**src/rtl/cfgwp_pkg.sv**
```systemverilog
package cfgwp_pkg;

    typedef enum logic [1:0] {
        KS_WAIT_FIRST  = 2'd0,
        KS_WAIT_SECOND = 2'd1,
        KS_OPEN        = 2'd2
    } key_state_t;

    typedef struct packed {
        logic key_wr;
        logic ctrl_wr;
        logic prot_wr;
    } bus_decode_t;

    localparam logic [7:0] KEY_FIRST  = 8'hCA;
    localparam logic [7:0] KEY_SECOND = 8'h53;
    localparam int         CTRL_INIT_BIT = 0;

    function automatic key_state_t key_next(input key_state_t cur, input logic [7:0] v);
        key_state_t nxt;
        case (cur)
            KS_WAIT_FIRST:  nxt = (v == KEY_FIRST)  ? KS_WAIT_SECOND : KS_WAIT_FIRST;
            KS_WAIT_SECOND: nxt = (v == KEY_SECOND) ? KS_OPEN        : KS_WAIT_FIRST;
            KS_OPEN:        nxt = (v == KEY_FIRST)  ? KS_WAIT_SECOND : KS_WAIT_FIRST;
            default:        nxt = KS_WAIT_FIRST;
        endcase
        return nxt;
    endfunction

endpackage

```
**src/rtl/cfgwp_decode.sv**
```systemverilog
module cfgwp_decode
    import cfgwp_pkg::*;
#(
    parameter int ADDR_W    = 4,
    parameter int KEY_ADDR  = 0,
    parameter int CTRL_ADDR = 1
) (
    input  logic              wr_en,
    input  logic [ADDR_W-1:0] wr_addr,
    input  logic              unlocked,
    output bus_decode_t       dec
);
    localparam logic [ADDR_W-1:0] KEY_A  = ADDR_W'(KEY_ADDR);
    localparam logic [ADDR_W-1:0] CTRL_A = ADDR_W'(CTRL_ADDR);

    logic hit_key;
    logic hit_ctrl;

    always_comb begin
        hit_key      = (wr_addr == KEY_A);
        hit_ctrl     = (wr_addr == CTRL_A);
        dec.key_wr   = wr_en && hit_key;
        dec.ctrl_wr  = wr_en && hit_ctrl && unlocked;
        dec.prot_wr  = wr_en && !hit_key && !hit_ctrl && unlocked;
    end

    // the gated strobe never fires for the guard's own two addresses
    always_comb begin
        assert_own_addr_R5: assert (!(dec.prot_wr && (hit_key || hit_ctrl)))
            else $error("protected strobe on guard address");
    end
endmodule

```
**src/rtl/cfgwp_key_fsm.sv**
```systemverilog
module cfgwp_key_fsm
    import cfgwp_pkg::*;
#(
    parameter int DATA_W = 8
) (
    input  logic              clk,
    input  logic              rst,
    input  logic              key_wr,
    input  logic [DATA_W-1:0] key_data,
    output logic              unlocked
);
    key_state_t state_q;
    key_state_t state_d;
    logic [7:0] key_byte;

    always_comb begin
        key_byte = key_data[7:0];
        state_d  = state_q;
        if (key_wr) state_d = key_next(state_q, key_byte);
    end

    always_ff @(posedge clk) begin
        if (rst) state_q <= KS_WAIT_FIRST;
        else     state_q <= state_d;
    end

    assign unlocked = (state_q == KS_OPEN);

    // opening is always caused by a second key following an accepted first key
    assert_open_cause_R2: assert property (@(posedge clk) disable iff (rst)
        $rose(unlocked) |-> ($past(key_wr) && $past(key_byte) == KEY_SECOND
                             && $past(state_q) == KS_WAIT_SECOND));

    // a key write while open always closes
    assert_relock_R4: assert property (@(posedge clk) disable iff (rst)
        (unlocked && key_wr) |=> !unlocked);

    // a wrong second key returns to waiting for the first
    assert_bad_second_R3: assert property (@(posedge clk) disable iff (rst)
        (state_q == KS_WAIT_SECOND && key_wr && key_byte != KEY_SECOND)
            |=> (state_q == KS_WAIT_FIRST));
endmodule

```
**src/rtl/cfgwp_init_hs.sv**
```systemverilog
module cfgwp_init_hs
    import cfgwp_pkg::*;
#(
    parameter int DATA_W     = 8,
    parameter int INIT_DELAY = 2
) (
    input  logic              clk,
    input  logic              rst,
    input  logic              ctrl_wr,
    input  logic [DATA_W-1:0] ctrl_data,
    output logic              init_req,
    output logic              init_ack
);
    localparam int CNT_W = (INIT_DELAY < 2) ? 1 : $clog2(INIT_DELAY);
    localparam logic [CNT_W-1:0] CNT_LAST = CNT_W'(INIT_DELAY - 1);

    logic [CNT_W-1:0] wait_cnt;

    always_ff @(posedge clk) begin
        if (rst)          init_req <= 1'b0;
        else if (ctrl_wr) init_req <= ctrl_data[CTRL_INIT_BIT];
    end

    always_ff @(posedge clk) begin
        if (rst || !init_req) begin
            wait_cnt <= '0;
            init_ack <= 1'b0;
        end else if (!init_ack) begin
            if (wait_cnt == CNT_LAST) init_ack <= 1'b1;
            else                      wait_cnt <= wait_cnt + 1'b1;
        end
    end

    // the acknowledge never rises without a standing request
    assert_ack_needs_req_R7: assert property (@(posedge clk) disable iff (rst)
        $rose(init_ack) |-> ($past(init_req) && init_req));

    // a withdrawn request takes the acknowledge down one edge later
    assert_ack_drop_R8: assert property (@(posedge clk) disable iff (rst)
        !init_req |=> !init_ack);

    // a repeated request while acknowledged keeps the acknowledge high
    assert_ack_hold_R8: assert property (@(posedge clk) disable iff (rst)
        (init_ack && init_req && !(ctrl_wr && !ctrl_data[CTRL_INIT_BIT])) |=> init_ack);
endmodule

```
**src/rtl/cfg_write_guard.sv**
```systemverilog
module cfg_write_guard
    import cfgwp_pkg::*;
#(
    parameter int ADDR_W     = 4,
    parameter int DATA_W     = 8,
    parameter int KEY_ADDR   = 0,
    parameter int CTRL_ADDR  = 1,
    parameter int INIT_DELAY = 2
) (
    input  logic              clk,
    input  logic              rst,
    input  logic              wr_en,
    input  logic [ADDR_W-1:0] wr_addr,
    input  logic [DATA_W-1:0] wr_data,
    output logic              prot_wr_en,
    output logic [ADDR_W-1:0] prot_wr_addr,
    output logic [DATA_W-1:0] prot_wr_data,
    output logic              unlocked,
    output logic              init_req,
    output logic              init_ack,
    output logic              cal_run
);
    bus_decode_t dec;

    cfgwp_decode #(
        .ADDR_W   (ADDR_W),
        .KEY_ADDR (KEY_ADDR),
        .CTRL_ADDR(CTRL_ADDR)
    ) u_decode (
        .wr_en   (wr_en),
        .wr_addr (wr_addr),
        .unlocked(unlocked),
        .dec     (dec)
    );

    cfgwp_key_fsm #(
        .DATA_W(DATA_W)
    ) u_key (
        .clk     (clk),
        .rst     (rst),
        .key_wr  (dec.key_wr),
        .key_data(wr_data),
        .unlocked(unlocked)
    );

    cfgwp_init_hs #(
        .DATA_W    (DATA_W),
        .INIT_DELAY(INIT_DELAY)
    ) u_init (
        .clk      (clk),
        .rst      (rst),
        .ctrl_wr  (dec.ctrl_wr),
        .ctrl_data(wr_data),
        .init_req (init_req),
        .init_ack (init_ack)
    );

    assign prot_wr_en   = dec.prot_wr;
    assign prot_wr_addr = wr_addr;
    assign prot_wr_data = wr_data;
    assign cal_run      = !init_ack;

    // nothing reaches the protected registers while locked
    assert_locked_gate_R5: assert property (@(posedge clk) disable iff (rst)
        !unlocked |-> !prot_wr_en);

    // a control write while locked leaves the request bit alone
    assert_ctrl_ignored_R6: assert property (@(posedge clk) disable iff (rst)
        (!unlocked && wr_en && wr_addr == ADDR_W'(CTRL_ADDR)) |=> $stable(init_req));

    // reset leaves the guard closed and the calendar running
    assert_reset_state_R1: assert property (@(posedge clk)
        $past(rst) |-> (!unlocked && !init_req && !init_ack && cal_run));
endmodule

```
**config.mk**
```make
export PLATFORM = sky130hd
export DESIGN_NAME = cfg_write_guard
export DESIGN_NICKNAME = d
export VERILOG_FILES = /design/src/rtl/cfgwp_pkg.sv /design/src/rtl/cfgwp_decode.sv /design/src/rtl/cfgwp_key_fsm.sv /design/src/rtl/cfgwp_init_hs.sv /design/src/rtl/cfg_write_guard.sv
export SDC_FILE = /design/constraint.sdc
export NUM_CORES = 1
export LEC_CHECK = 0
export BUFFER_PORTS_ARGS = -buffer_cell sky130_fd_sc_hd__buf_2
export CORE_AREA = 2 2 39 41
export DETAILED_ROUTE_END_ITERATION = 8
export DIE_AREA = 0 0 41 43
export GPL_ROUTABILITY_DRIVEN = 0
export PLACE_DENSITY = 0.68
export SLEW_MARGIN = 5
export SYNTH_ARGS = -nofsm -noshare
export SYNTH_HDL_FRONTEND = slang
export SYNTH_SLANG_ARGS = --single-unit
```
**constraint.sdc**
```tcl
create_clock -name clk -period 2.39 [get_ports clk]
set_clock_uncertainty 0.15 [all_clocks]
set_input_delay 0.5975 -clock clk [delete_from_list [all_inputs] [get_ports clk]]
set_output_delay 0.5975 -clock clk [all_outputs]
set_load 0.005 [all_outputs]
```
==> summary.md <==
| Metric | Value |
|---|---|
| FF-to-FF path depth | `3` |
| Min cycle time layout | `2.11 ns` |
| CTS Sinks | `5` |
| Main combinational cell family by area after synthesis | `simple AND/OR/NAND/NOR gates` |
| Synth Area in Simple Gates | `roughly a third` |
| Final net count | `83` |
| Drc violations | `0` |
| Placed cell area | `around 460 µm²` |
| Setup TNS | `0 ns` |
| WL final | `815 µm` |
| Count of cell types in the netlist | `22` |
| WHS | `roughly 0.30 ns` |
| Leakage power | `0.235 nW` |
| Critical Path RT | `about 1.6 ns` |
| Vias/cell | `4.52` |
| Synthesized area | `about 380 µm²` |
| Syn avg cell area | `about 8.6 µm²` |
| Final Max Slew Viols | `0` |
| Synthesis warning total | `0` |
| Sequential element share of the synthesized area | `roughly a quarter` |
| CTS root buf | `clkbuf_4` |
| Peak Freq | `between 400 and 500 MHz` |
| Post-DP HPWL | `just under 700 µm` |
| Seq cells post-synth | `5` |
| CP Capture Type | `output port` |
| Post_cts resized | `0` |
| CORE AREA | `about 1400 µm²` |
| CTS Buf Count | `3` |
| Critical path startpoint category | `input pin` |
| Largest net degree at the start of global routing | `6` |
| Arrival time worst endpoint | `around 1.4 ns` |
| Clock transition at the registers of the reported paths | `~0.05 ns` |
| CTS tree | `built` |
| Final period util | `about nine tenths` |
| Worst hold stages | `2` |
| Pre-Repair DR Iteration Count | `4` |
| Port buffer count | `31` |
| Row count | `14` |
| Layout area overhead | `29.7%` |
| Most common cell after layout, fill and taps aside | `buf_2` |
| Power per Cell Area | `441 nW/µm²` |
| Adder-Cell Fraction of Synth Area | `0%` |
| Maximum clock insertion buffer count | `2` |
| RSZ-0062 raised after global routing | `no` |
| Compound-Gate Fraction of Synth Area | `roughly a tenth` |
| Hold-fix buffers, CTS | `0` |
| Layout cells sized above 1 | `~60%` |
| Crit path kind | `in -> out` |
| Status | `finished clean` |
| Full die area | `between 1500 and 2000 µm²` |
| Measured slew at the worst slew-check pin | `approximately 0.38 ns` |
| I/O Pins | `32` |
| Fin. Hold Viols | `0` |
| First-pass GRT wire length | `about 1.2 mm` |
| XOR/XNOR share of the synthesized area | `0%` |
| Antenna violations before repair | `0` |
| Number of global-route vias before repair | `around 330` |
| Fill count | `158` |
| Synthesized net count | `between 50 and 60` |
| Maximum vdd drop | `around 190 µV` |
| Final ANT Viol Nets | `0` |
| All-layer global routing usage | `9.96%` |
| Initial Util | `a little over a quarter` |
| Grt ovf | `0` |
| Worst slew margin | `between 70% and 80%` |
| Final Instance Area | `between 400 and 500 µm²` |
| Routed via count | `approximately 380` |
| Post-synthesis mux area share | `about 2.6%` |
| Worst-skew pair later-pin latency | `~0.24 ns` |
| Hold Crit Class | `reg -> reg` |
| Die width | `~40 µm` |
| Die Ht | `around 43 µm` |
| DR iter-0 viols | `7` |
| Crit-path max FO | `3` |
| Avg WL per Cell | `a little under 10 µm` |
| Max_cap viols | `0` |
| Post-CTS Setup Bufs | `0` |
| Most frequent cells in the layout | `buf_2, dfxtp_1` |
| Cell count after synthesis | `44` |
| Setup violations, final | `0` |
| H-tree depth | `1` |
| Antenna cells | `0` |
==> synthesized netlist by cell type <==
master / n / share of area, %
a21oi_1: 3 / 4.0
or2b_2: 1 / 2.3
nor3_1: 1 / 1.3
nor4bb_1: 1 / 2.6
nor2_2: 1 / 1.7
nor2b_1: 1 / 1.7
dfxtp_1: 5 / 26
and2b_1: 1 / 2.0
nor3b_1: 1 / 2.0
nand4_1: 3 / 5.0
and3b_1: 1 / 2.3
buf_4: 12 / 24
and2_1: 1 / 1.7
nor4b_1: 1 / 2.3
a31o_1: 1 / 2.3
or3_4: 1 / 3.0
and4bb_2: 1 / 3.3
nand2b_1: 2 / 3.3
a21oi_2: 1 / 2.3
o21ai_1: 1 / 1.3
inv_1: 3 / 3.0
mux2i_1: 1 / 2.6
==> logic make-up (layout without fill, tap and decap cells) <==
family	after synthesis	count (layout)
muxes	1	1
DFF	5	5
and+or+nand+nor	17	17
buffers and inverters	15	38
AOI/OAI and AO/OA	6	6
==> final cells by class <==
cell class              instances  area, µm²  area share [%]
well taps                      16       20.0            4.07
multi-input cells              24        178            36.1
inverters                       3       11.3            2.29
clock buffers                   3       22.5            4.58
clock inverters                 1       5.00            1.02
repair buffers                 31        155            31.6
flip-flops and latches          5        100            20.4
==> worst max-delay path, stage by stage <==
cell    delay [ns]
buf_2         0.11
or3_4         0.39
and2_1        0.14
buf_2         0.12
==> per-stage QoR <==
step	util (%)	setup slack (ns)	power [mW]	cells
6_report	35.5	0.284	0.217	83
5_1_grt	35.5	0.253	0.227	83
4_1_cts	35.5	0.282	0.219	83
3_5_place_dp	33.5	0.285	0.122	79
3_3_place_gp	33.5	0.293	0.121	79
2_1_floorplan	-	0.518	0.109	44
==> layer usage <==
metal | up-vias | routed length [µm] | GRT usage [%]
li1 | 186 | - | -
met1 | 166 | 329 | 9.71
met2 | 23 | 406 | 17.8
met3 | 0 | 79 | 3.14
met4 | 0 | 0 | 4.00
met5 | - | 0 | 0
==> where the power goes <==
part | leakage (nW) | switching, mW | internal, mW
clock | 0.0177 | 0.0363 | 0.0606
combinational | 0.177 | 0.0160 | 0.0202
sequential | 0.0402 | 0.00000342 | 0.0836
total | 0.235 | 0.0523 | 0.164
==> worst paths after layout <==
| path | startpoint | end | slack, ns |
|---|---|---|---|
| worst max-delay path | wr_addr[1] | prot_wr_en | 0.28 |
| worst min-delay path | u_init.wait_cnt$_SDFFE_PP0N_ | u_init.init_ack$_SDFF_PP0_ | 0.30 |
| worst max register to register | u_key.state_q[0]$_SDFFE_PP0P_ | u_init.init_req$_SDFFE_PP0P_ | 1.24 |
| worst min register to register | u_init.wait_cnt$_SDFFE_PP0N_ | u_init.init_ack$_SDFF_PP0_ | 0.30 |
==> registers in the layout, summed over array words and instances, names as in the netlist <==
signal / count
u_init.init_ack: 1
u_init.init_req: 1
u_key.state_q: 2
u_init.wait_cnt: 1
Power figures use the tool's default switching activity.
